`src/rtl/itlb_plru_pkg.sv`:
```
package itlb_plru_pkg;
  localparam int NUM_ENT = 4;
  localparam int IDX_W   = $clog2(NUM_ENT);
  localparam int AGE_W   = NUM_ENT * (NUM_ENT - 1) / 2;

  typedef logic [AGE_W-1:0] age_t;
  typedef logic [IDX_W-1:0] idx_t;

  // Bits forced high when an entry is used
  function automatic age_t use_set_mask(input int ent);
    case (ent)
      1:       use_set_mask = 6'b100000;
      2:       use_set_mask = 6'b010100;
      3:       use_set_mask = 6'b001011;
      default: use_set_mask = 6'b000000;
    endcase
  endfunction

  // Bits forced low when an entry is used
  function automatic age_t use_clr_mask(input int ent);
    case (ent)
      0:       use_clr_mask = 6'b111000;
      1:       use_clr_mask = 6'b000110;
      2:       use_clr_mask = 6'b000001;
      default: use_clr_mask = 6'b000000;
    endcase
  endfunction

  // Bits inspected by the victim rule of an entry
  function automatic age_t vic_care(input int ent);
    case (ent)
      0:       vic_care = 6'b111000;
      1:       vic_care = 6'b100110;
      2:       vic_care = 6'b010101;
      default: vic_care = 6'b001011;
    endcase
  endfunction

  // Required values of the inspected bits
  function automatic age_t vic_match(input int ent);
    case (ent)
      0:       vic_match = 6'b111000;
      1:       vic_match = 6'b000110;
      2:       vic_match = 6'b000001;
      default: vic_match = 6'b000000;
    endcase
  endfunction
endpackage

```
`src/rtl/itlb_plru_next.sv`:
```
module itlb_plru_next
  import itlb_plru_pkg::*;
(
  input  age_t cur_age,
  input  idx_t ent_sel,
  output age_t nxt_age
);
  age_t set_tab [NUM_ENT];
  age_t clr_tab [NUM_ENT];

  genvar g;
  generate
    for (g = 0; g < NUM_ENT; g++) begin : g_mask
      assign set_tab[g] = use_set_mask(g);
      assign clr_tab[g] = use_clr_mask(g);
    end
  endgenerate

  always_comb begin
    nxt_age = (cur_age & ~clr_tab[ent_sel]) | set_tab[ent_sel];
  end
endmodule

```
`src/rtl/itlb_plru_pick.sv`:
```
module itlb_plru_pick
  import itlb_plru_pkg::*;
(
  input  age_t cur_age,
  output idx_t pick_idx,
  output logic pick_none
);
  logic [NUM_ENT-1:0] rule_hit;

  genvar g;
  generate
    for (g = 0; g < NUM_ENT; g++) begin : g_rule
      assign rule_hit[g] = ((cur_age & vic_care(g)) == vic_match(g));
    end
  endgenerate

  // Lowest-numbered matching rule wins
  always_comb begin
    pick_idx = '0;
    for (int k = NUM_ENT - 1; k >= 0; k--) begin
      if (rule_hit[k]) pick_idx = idx_t'(k);
    end
    pick_none = ~|rule_hit;
  end
endmodule

```
`src/rtl/itlb_plru_tracker.sv`:
```
module itlb_plru_tracker
  import itlb_plru_pkg::*;
#(
  parameter logic [AGE_W-1:0] RST_AGE = '0
)(
  input  logic             clk,
  input  logic             rst,
  input  logic             use_valid,
  input  logic [IDX_W-1:0] use_idx,
  input  logic             victim_req,
  input  logic             sw_wr,
  input  logic [AGE_W-1:0] sw_data,
  output logic [AGE_W-1:0] lru_field,
  output logic             victim_vld,
  output logic [IDX_W-1:0] victim_idx,
  output logic             victim_err
);
  age_t age_q;
  age_t age_upd;
  idx_t pick_idx;
  logic pick_none;

  itlb_plru_next u_next (
    .cur_age (age_q),
    .ent_sel (use_idx),
    .nxt_age (age_upd)
  );

  itlb_plru_pick u_pick (
    .cur_age   (age_q),
    .pick_idx  (pick_idx),
    .pick_none (pick_none)
  );

  always_ff @(posedge clk) begin
    if (rst) begin
      age_q <= RST_AGE;
    end else if (sw_wr) begin
      age_q <= sw_data;
    end else if (use_valid) begin
      age_q <= age_upd;
    end
  end

  always_ff @(posedge clk) begin
    if (rst) begin
      victim_vld <= 1'b0;
      victim_idx <= '0;
      victim_err <= 1'b0;
    end else begin
      victim_vld <= victim_req;
      if (victim_req) begin
        victim_idx <= pick_none ? '0 : pick_idx;
        victim_err <= pick_none;
      end else begin
        victim_err <= 1'b0;
      end
    end
  end

  assign lru_field = age_q;
endmodule

```
`config.mk`:
```
export PLATFORM = sky130hd
export DESIGN_NAME = itlb_plru_tracker
export DESIGN_NICKNAME = d
export VERILOG_FILES = /design/src/rtl/itlb_plru_pkg.sv /design/src/rtl/itlb_plru_next.sv /design/src/rtl/itlb_plru_pick.sv /design/src/rtl/itlb_plru_tracker.sv
export SDC_FILE = /design/constraint.sdc
export NUM_CORES = 1
export LEC_CHECK = 0
export BUFFER_PORTS_ARGS = -buffer_cell sky130_fd_sc_hd__buf_2
export CORE_MARGIN = 3
export CORE_UTILIZATION = 30
export DETAILED_ROUTE_END_ITERATION = 16
export PLACE_DENSITY_LB_ADDON = 0.25
export SYNTH_ARGS = -nofsm -noshare
export SYNTH_HDL_FRONTEND = slang
export SYNTH_SLANG_ARGS = --single-unit
```
`constraint.sdc`:
```
create_clock -name clk -period 3.2 [get_ports clk]
set_clock_uncertainty 0.1 [all_clocks]
set_input_delay 0.16 -clock clk [delete_from_list [all_inputs] [get_ports clk]]
set_output_delay 0.16 -clock clk [all_outputs]
set_load 0.01 [all_outputs]
```
Word level (Yosys, flattened, before mapping)
Cells that the tools add are included.
{"block": "word_totals", "output_inout_bits": 10, "in_bits": 13, "wordCells": 31, "register_bits": 10}
{"block": "op_classes", "bitwise_logic": 5, "reduce_logical": 5, "order_cmp": 1, "mux": 13, "n_eq_ne": 3}
{"cell": "2-to-1 mux 6 bit", "n": 6}
{"cell": "binary-select mux 6 bit (select 2 bit)", "n": 2}
{"cell": "2-to-1 mux 2 bit", "n": 5}
{"cell": "AND 6 bit", "n": 1}
{"cell": "logical NOT 6 bit", "n": 1}
{"cell": "inverter 6 bit", "n": 1}
{"cell": "OR 6 bit", "n": 1}
{"cell": "OR reduction 4 bit", "n": 1}
{"cell": "== test 3 x 1 -> 1 bit (second input constant)", "n": 1}
{"cell": "== test 3 x 2 -> 1 bit (second input constant)", "n": 1}
{"cell": "== test 3 bit (second input constant)", "n": 1}
{"cell": "greater-or-equal comparator 3 bit (second input constant)", "n": 1}
{"cell": "inverter 2 -> 3 bit", "n": 1}
{"cell": "nonzero test 2 bit", "n": 1}
{"cell": "OR reduction 2 bit", "n": 1}
{"cell": "logical NOT 1 bit", "n": 1}
{"cell": "inverter 1 bit", "n": 1}

Depth between registers and ports, before layout
{"block": "depth", "word_depth": 9, "ltp_mapped": 4, "depth_no_buf": 4}

By module
From an unflattened synthesis, not the netlist that was laid out.
{"block": "unflattened", "cells_unflattened": 58, "area_unflattened_um2": 531.8}
{"mod": "itlb_plru_tracker", "seq_area_each_um2": 200.2, "area_per_inst_um2": 412.9, "cells_per_inst": 39, "n_inst": 1}
{"mod": "itlb_plru_next", "seq_area_each_um2": 0.0, "area_per_inst_um2": 67.6, "cells_per_inst": 11, "n_inst": 1}
{"mod": "itlb_plru_pick", "seq_area_each_um2": 0.0, "area_per_inst_um2": 51.3, "cells_per_inst": 8, "n_inst": 1}

Worst setup path after synthesis
Ideal clock, no wire load.
{"block": "synth_path", "path_kind": "reg-to-reg", "start": "reg age_q[2], in the netlist lru_field[2]", "end": "reg age_q[2], in the netlist lru_field[2]", "setup_slack_ns": 2.099, "setup_ns": 0.066, "n_path_buf": 0, "arrival_time_ns": 0.935, "period_less_slack_ns": 1.101, "path_stages_with_launch": 4, "cell_sequence": "dfxtp_1 -> a21oi_1 -> or3_1 -> a21oi_2"}
{"block": "synth_via", "elab_chain_len": 4}
{"item": "start, declared", "line": "itlb_plru_tracker.sv:18", "rtl": "age_t age_q;"}
{"item": "start signal, assigned", "line": "itlb_plru_tracker.sv:39", "rtl": "age_q <= sw_data;"}
{"item": "start signal, assigned", "line": "itlb_plru_tracker.sv:41", "rtl": "age_q <= age_upd;"}
{"item": "AND 6 bit", "line": "itlb_plru_next.sv:20", "rtl": "nxt_age = (cur_age & ~clr_tab[ent_sel]) | set_tab[ent_sel];"}
{"item": "OR 6 bit", "line": "itlb_plru_next.sv:20"}
{"item": "2-to-1 mux 6 bit", "line": "itlb_plru_tracker.sv:40", "rtl": "end else if (use_valid) begin"}
{"item": "2-to-1 mux 6 bit", "line": "itlb_plru_tracker.sv:38", "rtl": "end else if (sw_wr) begin"}
Every way passes these cells. The select of a mux whose other input is x is not followed.
A chain may end at the register's enable or synchronous reset.

==> flow_metrics.env <==
export IMPL_fp_coreArea_um2=1370
export IMPL_h_tree_depth=1
export IMPL_start_util_pct=33.8
export IMPL_grt_util_all_layers_pct=12.3
export IMPL_synthDistinctLibCells=20
export IMPL_fillers=154
export IMPL_max_clock_freq_mhz=892
export IMPL_clockBufferDepth=2
export IMPL_grt_max_degree=11
export IMPL_via_per_inst=4.91
export IMPL_area_delta_synth_final_pct=30.9
export IMPL_root_buffer="clkbuf_4"
export IMPL_die_area_um2=2050
export IMPL_ys_warn_count=0
export IMPL_p_leak_nw=0.286
export IMPL_cts_made_buffers=3
export IMPL_die_h_um=45.2
export IMPL_synth_enable_flop_cells=0
export IMPL_multi_input_area_um2=249
export IMPL_hp_class="primary input to flip-flop"
export IMPL_clkLatencyLatePin_ps=260
export IMPL_finalSetupViolations=0
export IMPL_syn_inst=55
export IMPL_yosysSeqAreaShare_pct=43.4
export IMPL_routedWlPerCell_um=11.2
export IMPL_pin_count=23
export IMPL_antenna_found_initial=0
export IMPL_drive_above_1_share_pct=38.5
export IMPL_dpl_hpwl_um=823
export IMPL_cts_resized=0
export IMPL_reg2reg_depth=3
export IMPL_grt_overflow=0
export IMPL_n_antenna_cell=0
export IMPL_path_buf_inv=0
export IMPL_finalWorstSetupSlack_ps=2080
export IMPL_pwr_density_cell_nw_per_um2=459
export IMPL_crit_slowest_cell="dfxtp_1"
export IMPL_finalSetupTns_ps=0
export IMPL_peakVddDrop_v=0.000183
export IMPL_ant_nets=0
export IMPL_start_kind="flip-flop"
export IMPL_gp_congestion=0.762
export IMPL_route_vias_total=457
export IMPL_rsz0062_at_grt="false"
export IMPL_critPathTopFamily="simple AND/OR/NAND/NOR gates"
export IMPL_stdcell_area_um2=604
export IMPL_async_flop_share_pct=0
export IMPL_crit_path_end_kind="flip-flop"
export IMPL_final_seq_area_um2=200
export IMPL_cts_hold_buf=0
export IMPL_cap_violations=0
export IMPL_worst_pin_slew_ps=348
export IMPL_crit_type="flip-flop to flip-flop"
export IMPL_ys_ff_latch=10
export IMPL_io_buffers=22
export IMPL_cp_max_fo=5
export IMPL_min_period_over_period_pct=35.0
export IMPL_synth_nets=68
export IMPL_status="complete, no violations"
export IMPL_cp_arrival_ps=1210
export IMPL_min_delay_start="sw_data[5]"
export IMPL_synth_area_per_cell_um2=8.39
export IMPL_cp_common_cell="nor3_1"
export IMPL_hold_path_depth=3
export IMPL_grt_pass1_vias=429
export IMPL_drc=0
export IMPL_path_cells="nor3_1 -> nor3b_1 -> nor3_1"
export IMPL_ys_flop_type="dfxtp_1"
export IMPL_synthesis_area_um2=462
export IMPL_slowest_delay_ps=350
export IMPL_slew_limit_headroom_pct=76.6
export IMPL_reg2reg_slack_ps=2080
export IMPL_dieWidth_um=45.2
export IMPL_critPathRequiredTime_ps=3290
export IMPL_post_cts_repair_setup_buffers=0
export IMPL_cts_tree="done"
export IMPL_fin_nets=93
export IMPL_dpl_worst_slack_ps=2010
export IMPL_drt_iter0_markers=3
export IMPL_path_depth=3
export IMPL_path_clk_slew_ps=60
export IMPL_grt_pass1_wl_mm=1.79
export IMPL_wl_mm=1.04
export IMPL_hold_violations=0
export IMPL_layout_min_cycle_time_ps=1120
export IMPL_clock_sinks=10
export IMPL_firstDrtPassIters=3
export IMPL_drv_slew=0
export IMPL_place_area_um2=582
export IMPL_fp_row_count=13
==> layout by cell type, fill, tap and decap left out <==
| master | n |
|---|---|
| nor3_1 | 4 |
| nor2b_1 | 4 |
| nand3_1 | 1 |
| a211oi_1 | 3 |
| nand2_1 | 6 |
| or3_1 | 1 |
| o21ai_0 | 2 |
| a21oi_2 | 1 |
| dfxtp_1 | 10 |
| nor2b_4 | 1 |
| a21oi_1 | 4 |
| inv_1 | 1 |
| nor2_1 | 8 |
| and3_2 | 1 |
| buf_2 | 22 |
| clkbuf_4 | 3 |
| mux2i_1 | 2 |
| o211ai_1 | 1 |
| mux2_2 | 2 |
| nor3b_1 | 1 |
==> power by group <==
group	leakage [nW]	internal, mW	switching (mW)
Combinational	0.189	0.0245	0.0260
Sequential	0.0829	0.133	0.00691
Clock	0.0138	0.0434	0.0430
Total	0.286	0.201	0.0759
==> kinds of logic (layout without fill, tap and decap cells) <==
| family | after synthesis | count (layout) | share of synthesized area, % |
|---|---|---|---|
| compound gates | 11 | 11 | 14.9 |
| simple gates | 27 | 27 | 29.8 |
| buf+inv | 3 | 26 | 2.71 |
| flops | 10 | 10 | 43.4 |
| mux | 4 | 4 | 9.21 |
==> final cells by class <==
class	count	share of cell area, %
tap	15	3.11
inverter	1	0.621
clock buffer	3	3.73
sequential	10	33.1
timing repair buffer	22	18.2
multi-input combinational	42	41.2
==> per-stage QoR <==
step / total power [mW] / utilization (%) / cells / hold slack, ps
finish: 0.277 / 44.2 / 93 / 33.6
global placement: 0.193 / 42.6 / 90 / 303
CTS: 0.280 / 44.2 / 93 / 32.5
global route: 0.292 / 44.2 / 93 / 47.0
floorplan: 0.172 / - / 55 / 207
detailed placement: 0.194 / 42.6 / 90 / 309
==> cell usage after synthesis, drive strengths merged (2+ instances only) <==
cell type,instances,share of area (%)
dfxtp,10,43
nor2,8,6.5
nand2,6,4.9
a21oi,5,6.2
nor2b,5,8.4
nor3,4,4.3
a211oi,3,4.9
mux2,2,4.9
mux2i,2,4.3
o21ai,2,2.2
==> worst paths after layout <==
path                   endpoint
setup / recovery  victim_idx[0]
hold reg to reg   victim_idx[1]
hold / removal        flip-flop
setup reg to reg  victim_idx[0]
==> worst min-delay path, cell delays in order <==
cell and delay [ps]:
buf_2 80, mux2i_1 50, nor2_1 70
==> metal layers <==
layer	vias up	wire length (µm)	track usage, %
met5	-	0	0
met4	0	16	7.02
met3	2	70	3.98
met2	15	476	19.2
met1	201	480	14.7
li1	239	-	-
(Power assumes the default switching activity.)
